`config.mk`:
```
export PLATFORM = sky130hd
export DESIGN_NAME = tagchk_unit
export DESIGN_NICKNAME = d
export VERILOG_FILES = /design/src/rtl/tagchk_pkg.sv /design/src/rtl/tagchk_ref_reg.sv /design/src/rtl/tagchk_compare.sv /design/src/rtl/tagchk_fault.sv /design/src/rtl/tagchk_unit.sv
export SDC_FILE = /design/constraint.sdc
export NUM_CORES = 1
export LEC_CHECK = 0
export BUFFER_PORTS_ARGS = -buffer_cell sky130_fd_sc_hd__buf_4
export CAP_MARGIN = 25
export CORE_MARGIN = 4
export CORE_UTILIZATION = 30
export CTS_CLUSTER_SIZE = 24
export DETAILED_ROUTE_END_ITERATION = 16
export GPL_ROUTABILITY_DRIVEN = 0
export PLACE_DENSITY = 0.75
export SYNTH_ARGS = -nofsm -noshare
export SYNTH_HDL_FRONTEND = slang
export SYNTH_SLANG_ARGS = --single-unit
```
`constraint.sdc`:
```
create_clock -name clk -period 1.6 [get_ports clk]
set_input_delay 0.32 -clock clk [delete_from_list [all_inputs] [get_ports clk]]
set_output_delay 0.32 -clock clk [all_outputs]
set_load 0.01 [all_outputs]
```
`src/rtl/tagchk_pkg.sv`:
```
package tagchk_pkg;
  localparam int unsigned DATA_W = 24;
  localparam int unsigned TAG_W  = 3;

  typedef enum logic {
    MODE_MATCH  = 1'b0,
    MODE_DIFFER = 1'b1
  } tag_mode_e;
endpackage

```
`src/rtl/tagchk_ref_reg.sv`:
```
module tagchk_ref_reg #(
  parameter int unsigned TAG_W = tagchk_pkg::TAG_W
) (
  input  logic             clk,
  input  logic             rst_n,
  input  logic             tag_wr_en,
  input  logic [TAG_W-1:0] tag_wr_data,
  input  logic             en_wr,
  input  logic             en_wdata,
  output logic [TAG_W-1:0] ref_q,
  output logic             en_q
);
  logic [TAG_W-1:0] ref_d;
  logic             en_d;

  always_comb begin
    ref_d = ref_q;
    en_d  = en_q;
    if (tag_wr_en) ref_d = tag_wr_data;
    if (en_wr)     en_d  = en_wdata;
  end

  always_ff @(posedge clk or negedge rst_n) begin
    if (!rst_n) begin
      ref_q <= '0;
      en_q  <= 1'b0;
    end else begin
      ref_q <= ref_d;
      en_q  <= en_d;
    end
  end
endmodule

```
`src/rtl/tagchk_compare.sv`:
```
module tagchk_compare #(
  parameter int unsigned TAG_W = tagchk_pkg::TAG_W
) (
  input  logic                  test_req,
  input  logic                  mem_valid,
  input  tagchk_pkg::tag_mode_e mode,
  input  logic [TAG_W-1:0]      mem_tag,
  input  logic [TAG_W-1:0]      ref_tag,
  output logic                  fail
);
  logic [TAG_W-1:0] bit_diff;
  logic             tags_equal;

  for (genvar i = 0; i < TAG_W; i++) begin : g_bit
    assign bit_diff[i] = mem_tag[i] ^ ref_tag[i];
  end

  assign tags_equal = ~|bit_diff;

  always_comb begin
    fail = 1'b0;
    if (test_req && mem_valid) begin
      if (mode == tagchk_pkg::MODE_MATCH) fail = !tags_equal;
      else                                fail = tags_equal;
    end
  end
endmodule

```
`src/rtl/tagchk_fault.sv`:
```
module tagchk_fault #(
  parameter int unsigned TAG_W = tagchk_pkg::TAG_W
) (
  input  logic                  clk,
  input  logic                  rst_n,
  input  logic                  fail,
  input  logic [TAG_W-1:0]      fail_tag,
  input  tagchk_pkg::tag_mode_e fail_mode,
  input  logic                  clear,
  output logic                  fault_q,
  output logic [TAG_W-1:0]      cap_tag_q,
  output tagchk_pkg::tag_mode_e cap_mode_q
);
  logic                  fault_d;
  logic [TAG_W-1:0]      cap_tag_d;
  tagchk_pkg::tag_mode_e cap_mode_d;
  logic                  cap_en;

  always_comb begin
    fault_d    = fault_q;
    cap_tag_d  = cap_tag_q;
    cap_mode_d = cap_mode_q;
    cap_en     = fail && (!fault_q || clear);
    if (clear) fault_d = 1'b0;
    if (fail)  fault_d = 1'b1;
    if (cap_en) begin
      cap_tag_d  = fail_tag;
      cap_mode_d = fail_mode;
    end
  end

  always_ff @(posedge clk or negedge rst_n) begin
    if (!rst_n) begin
      fault_q    <= 1'b0;
      cap_tag_q  <= '0;
      cap_mode_q <= tagchk_pkg::MODE_MATCH;
    end else begin
      fault_q    <= fault_d;
      cap_tag_q  <= cap_tag_d;
      cap_mode_q <= cap_mode_d;
    end
  end
endmodule

```
`src/rtl/tagchk_unit.sv`:
```
module tagchk_unit #(
  parameter int unsigned DATA_W = tagchk_pkg::DATA_W,
  parameter int unsigned TAG_W  = tagchk_pkg::TAG_W
) (
  input  logic              clk,
  input  logic              rst_n,
  input  logic              tag_wr_en,
  input  logic [TAG_W-1:0]  tag_wr_data,
  input  logic              irq_en_wr,
  input  logic              irq_en_wdata,
  input  logic              test_req,
  input  logic              test_mode,
  input  logic              mem_valid,
  input  logic [DATA_W-1:0] mem_data,
  input  logic [TAG_W-1:0]  mem_tag,
  input  logic              fault_clear,
  output logic [DATA_W-1:0] data_out,
  output logic [TAG_W-1:0]  tag_out,
  output logic [TAG_W-1:0]  ref_tag,
  output logic              irq_enable,
  output logic              tag_fault,
  output logic [TAG_W-1:0]  cap_tag,
  output logic              cap_mode,
  output logic              irq
);
  tagchk_pkg::tag_mode_e mode_in;
  tagchk_pkg::tag_mode_e cap_mode_e;
  logic                  fail;

  assign mode_in  = tagchk_pkg::tag_mode_e'(test_mode);
  assign data_out = mem_data;
  assign tag_out  = mem_tag;
  assign cap_mode = cap_mode_e;
  assign irq      = tag_fault & irq_enable;

  tagchk_ref_reg #(.TAG_W(TAG_W)) u_ref (
    .clk         (clk),
    .rst_n       (rst_n),
    .tag_wr_en   (tag_wr_en),
    .tag_wr_data (tag_wr_data),
    .en_wr       (irq_en_wr),
    .en_wdata    (irq_en_wdata),
    .ref_q       (ref_tag),
    .en_q        (irq_enable)
  );

  tagchk_compare #(.TAG_W(TAG_W)) u_cmp (
    .test_req  (test_req),
    .mem_valid (mem_valid),
    .mode      (mode_in),
    .mem_tag   (mem_tag),
    .ref_tag   (ref_tag),
    .fail      (fail)
  );

  tagchk_fault #(.TAG_W(TAG_W)) u_flt (
    .clk        (clk),
    .rst_n      (rst_n),
    .fail       (fail),
    .fail_tag   (mem_tag),
    .fail_mode  (mode_in),
    .clear      (fault_clear),
    .fault_q    (tag_fault),
    .cap_tag_q  (cap_tag),
    .cap_mode_q (cap_mode_e)
  );
endmodule

```
Yosys cells after proc, flatten, opt, wreduce, memory -nomap -nowiden. Index checks and enable logic that the tools add are counted.

Bits in registers: 9.

Muxes and demuxes: 4. Bitwise operators: 4. Reductions and logical operators: 7.

Operators with widths (number): $mux 1 (4); $reduce_or 3->1 (1); $xor 1x1->1 (3); $logic_and 1x1->1 (2); $logic_not 1->1 (2); $reduce_bool 2->1 (1); $and 1x1->1 (1); $logic_or 1x1->1 (1).

Longest topological paths before layout.
Depth after elaboration: 6. Gate-level depth with buffers: 4. Mapped depth without buffers: 4.

Cells and area by module. From an unflattened synthesis, not the netlist that was laid out.

Cells, all modules: 55. Area, all modules: 621.8 µm².

By module, submodules not included: tagchk_fault (instances 1, cells each 12, area an instance 217.7 µm², seq. area each 125.1 µm²); tagchk_unit (instances 1, cells each 28, area an instance 209.0 µm², seq. area each 0.0 µm²); tagchk_ref_reg (instances 1, cells each 8, area an instance 145.1 µm², seq. area each 100.1 µm²); tagchk_compare (instances 1, cells each 7, area an instance 50.0 µm², seq. area each 0.0 µm²).

Least setup slack after synthesis. Ideal clock, no wire load.

Kind: flip-flop to flip-flop. From: register u_ref.ref_q[1]. To: register u_flt.cap_tag_q[1]. Data arrival time: 1.491 ns. Data required time: 1.475 ns. Path slack: -0.015 ns. Cell stages (with the launch flop): 5. Path buffers: 0. Clock period less this slack: 1.615 ns. Path through: dfrtp_1 -> xor2_1 -> o31a_1 -> nor3_2 -> mux2_2.

Word-level cells in the longest chain between the ends: 6.

RTL lines: start, declared (RTL line tagchk_ref_reg.sv:10) `output logic [TAG_W-1:0] ref_q,`; start signal, assigned (RTL line tagchk_ref_reg.sv:28) `ref_q <= ref_d;`; $xor 1x1->1 * (RTL line tagchk_compare.sv:15) `assign bit_diff[i] = mem_tag[i] ^ ref_tag[i];`; $reduce_or 3->1 * (RTL line tagchk_compare.sv:18) `assign tags_equal = ~|bit_diff;`; $logic_not 1->1 (RTL line tagchk_compare.sv:18); $mux 1 * (RTL line tagchk_compare.sv:23) `if (mode == tagchk_pkg::MODE_MATCH) fail = !tags_equal;`; $mux 1 * (RTL line tagchk_compare.sv:22) `if (test_req && mem_valid) begin`; $logic_and 1x1->1 * (RTL line tagchk_fault.sv:23) `cap_en = fail && (!fault_q || clear);`; end signal, assigned (RTL line tagchk_fault.sv:39) `cap_tag_q <= cap_tag_d;`; end, declared (RTL line tagchk_fault.sv:11) `output logic [TAG_W-1:0] cap_tag_q,`.

Every way passes the cells marked *; elsewhere a longest branch is shown, timed or not. A chain may end at the register's enable or synchronous reset.

Worst setup path after layout.
From: register u_ref.ref_q[2]. To: register u_flt.cap_tag_q[2].

Same word-level chain as after synthesis.

==> results by group <==
Synth
  – Synthesized flop and latch total: 9
  – Top_reg_cell synth: dfrtp_1
  – Register area share after synthesis: 0.335
  – Synth top area share: 0.335
  – Asr flop ratio synth: 1.00
  – Syn Area/Cell: ~9.6 um^2
  – Area leader, netlist: dfrtp_1
  – Cell count after synthesis: 70
  – Post-synth EDFFs: 0
  – YS warnings: 0
  – Top post-synthesis cells by area: dfrtp_1 33%, buf_4 30%, mux2_2 10%
  – Post-synth cell types: 21
  – Syn nets: 109
  – Cell area after synthesis: about 670 um^2

Drt
  – Final routed DRC violation total: 0
  – DR vias: 522
  – Vias/cell: ~4.7
  – Antenna-violating nets left: 0
  – Initial DRC count: 5
  – WL final: between 1500 and 2000 um
  – Detailed Routing Iterations Pass 1: 3
  – DR WL/cell: roughly 14 um

Setup path
  – Critical path launch point type: flop
  – Crit. End Element: flop
  – FF-to-FF setup slack: 0.03 ns
  – Slowest CP cell: dfrtp_2
  – Crit-path cells: xor2_2 > o31a_1 > nor3_4 > mux2_2
  – CP max stage delay: about 0.42 ns
  – Arrival time worst endpoint: roughly 1.7 ns
  – WS Path Type: flop to flop
  – Critical Path RT: around 1.8 ns
  – Maximum net fanout on the critical path: 4

Cells and area
  – Layout cell share with drive strength beyond 1: 0.614
  – Antenna diode count: 0
  – Final Util: 0.414
  – Final net count: approximately 120
  – Layout Cells excl Fill: 110
  – Area Growth Syn to Fin: 25.5%

STA
  – Final-report max-slew violation count: 0
  – Fin Clk Skew: between 0.005 and 0.006 ns
  – Min Tclk post-route: 1.57 ns
  – Worst Tran Pin Value: 0.397 ns
  – Fmax: ~640 MHz
  – RSZ-0062 raised after global routing: yes
  – Setup violators final: 0
  – WHS: ~0.29 ns
  – Max-slew headroom: 0.733
  – Final Hold Vio Count: 0
  – Setup TNS: 0 ns
  – Period utilization: 0.983

GRT
  – Overall routing resource usage: 0.109
  – GRT overflow: 0
  – Vias in the first global route: 588
  – Initial antenna violation count: 0
  – Pin count of the biggest net entering global routing: 10
  – Global-route wire length before repair: between 2000 and 3000 um

Clocking
  – CTS buffer count: 3
  – Root Buffer: clkbuf_4
  – CTS tree: yes
  – Clk_lat worst skew: ~0.26 ns
  – H-tree Lvls: 1
  – TritonCTS Sinks: 9
  – Buffer count from post-CTS setup fixing: 0
  – Clk buf depth: 2
  – Worst-path clk slew: approximately 0.060 ns

Floorplan
  – I/O pins: between 70 and 80
  – Die Width: 55.4 um
  – Die Ht: between 50 and 60 um
  – Die ar.: approximately 0.003 mm^2
  – Initial core utilization: 0.330
  – Core Footprint: approximately 0.0020 mm^2
  – # rows: 16

Placed design
  – HPWL after DPL: 1270 um
  – Port Buf Inserts: 27
  – Dpl cells: approximately 110

Power
  – PD cells: around 850 mW/mm^2
  – Maximum vdd ir drop: 0.588 mV
  – Leak Pwr: approximately 0.00038 uW

Run status
  – Outcome: finished, final reports clean

Flow run
  – Max Cap Violations: 0

Min path
  – Hold WC Path Type: primary input to flop
==> cell type report <==
class                   instances  area, um^2
repair buffers                 36         273
well taps                      27        33.8
multi-input cells              33         280
fillers                       221        1200
clock buffers                   4        26.3
inverters                       1        3.75
flip-flops and latches          9         228
==> path summary, 6_finish.rpt <==
path                                                 from                        endpoint  cells past startpoint
setup reg to reg               u_ref.ref_q[2]$_DFFE_PN0P_  u_flt.cap_tag_q[2]$_DFFE_PN0P_                      4
hold reg to reg            u_flt.cap_tag_q[2]$_DFFE_PN0P_  u_flt.cap_tag_q[2]$_DFFE_PN0P_                      1
setup / recovery               u_ref.ref_q[2]$_DFFE_PN0P_  u_flt.cap_tag_q[2]$_DFFE_PN0P_                      4
min in group asynchronous                           rst_n  u_flt.cap_tag_q[2]$_DFFE_PN0P_                      2
max in group asynchronous                           rst_n      u_ref.ref_q[2]$_DFFE_PN0P_                      2
hold / removal                             tag_wr_data[2]      u_ref.ref_q[2]$_DFFE_PN0P_                      2
==> routing by layer <==
| layer | vias to the layer above | share of wire | global-route usage |
|---|---|---|---|
| met5 | - | 0 | 0 |
| met4 | 0 | 0.027 | 0.0799 |
| met3 | 12 | 0.14 | 0.0653 |
| met2 | 33 | 0.50 | 0.172 |
| met1 | 238 | 0.34 | 0.102 |
| li1 | 239 | - | - |
==> cells by family after synthesis <==
logic type             Yosys count  share of synthesized area
XOR/XNOR                         5                     0.0651
buffers and inverters           28                      0.307
AND/OR/NAND/NOR                 11                     0.0874
AO/OA/AOI/OAI                   11                      0.106
flip-flops                       9                      0.335
multiplexers                     6                      0.100
==> cells in the final DEF, fill, tap and decap left out <==
cell and instances:
nor3_4 1, dfrtp_2 2, a41oi_1 2, mux2_4 1, nand2_1 2, a21oi_1 4, dlygate4sd3_1 1, xor2_2 3
mux2_2 5, and2_1 1, clkbuf_1 1, o22ai_1 1, buf_4 35, nand2b_1 1, o21ai_0 1, nand3_1 2
nor4_2 1, nor3_1 1, dfrtp_1 7, inv_1 1, o31a_1 1, clkbuf_4 3, xnor2_1 2, a31oi_1 1
o31ai_1 1, nor2_1 2
==> power breakdown <==
group	internal, uW	switching, uW	total, uW
clock	96.3	81.5	178
sequential	260	23.0	283
combinational	145	112	257
total	501	217	718
==> registers in the layout, summed over array words and instances (netlist names) <==
register and flops:
u_flt.cap_tag_q 3, u_ref.ref_q 3, u_flt.cap_mode_q 1, u_flt.fault_q 1, u_ref.en_q 1
==> worst max-delay path: cells and delay by family (launching register included) <==
kind             cells  cell delay [ns]
AND/OR/NAND/NOR      1             0.17
AO/OA/AOI/OAI        1             0.34
XOR/XNOR             1             0.18
multiplexers         1             0.36
flip-flops           1             0.42
==> cell usage after synthesis (2+ instances only) <==
library cell / instances
nor2_1: 2
xnor2_1: 2
xor2_1: 3
nand2_1: 2
a21oi_1: 4
mux2_2: 6
dfrtp_1: 9
nand3_1: 2
a41oi_1: 2
buf_4: 27
==> stage by stage <==
step                      area, um^2  setup WS (ns)  power [uW]
after floorplan                  691       -0.00669         453
after detailed placement         792        -0.0912         535
after global placement           792        -0.0203         524
after global routing             845        -0.0256         773
final                            845         0.0269         718
after CTS                        842        0.00705         729
==> what timing repair did <==
| item | CTS | global route |
|---|---|---|
| endpoints found under the setup margin | 2 | 2 |
| resized for setup | 2 | 2 |
| gates cloned | 0 | 0 |
| pin swaps | 1 | 0 |
| hold buffers | 1 | 0 |
| hold endpoints to repair | 9 | 0 |
Note: power is estimated with default switching activity, not from simulation.
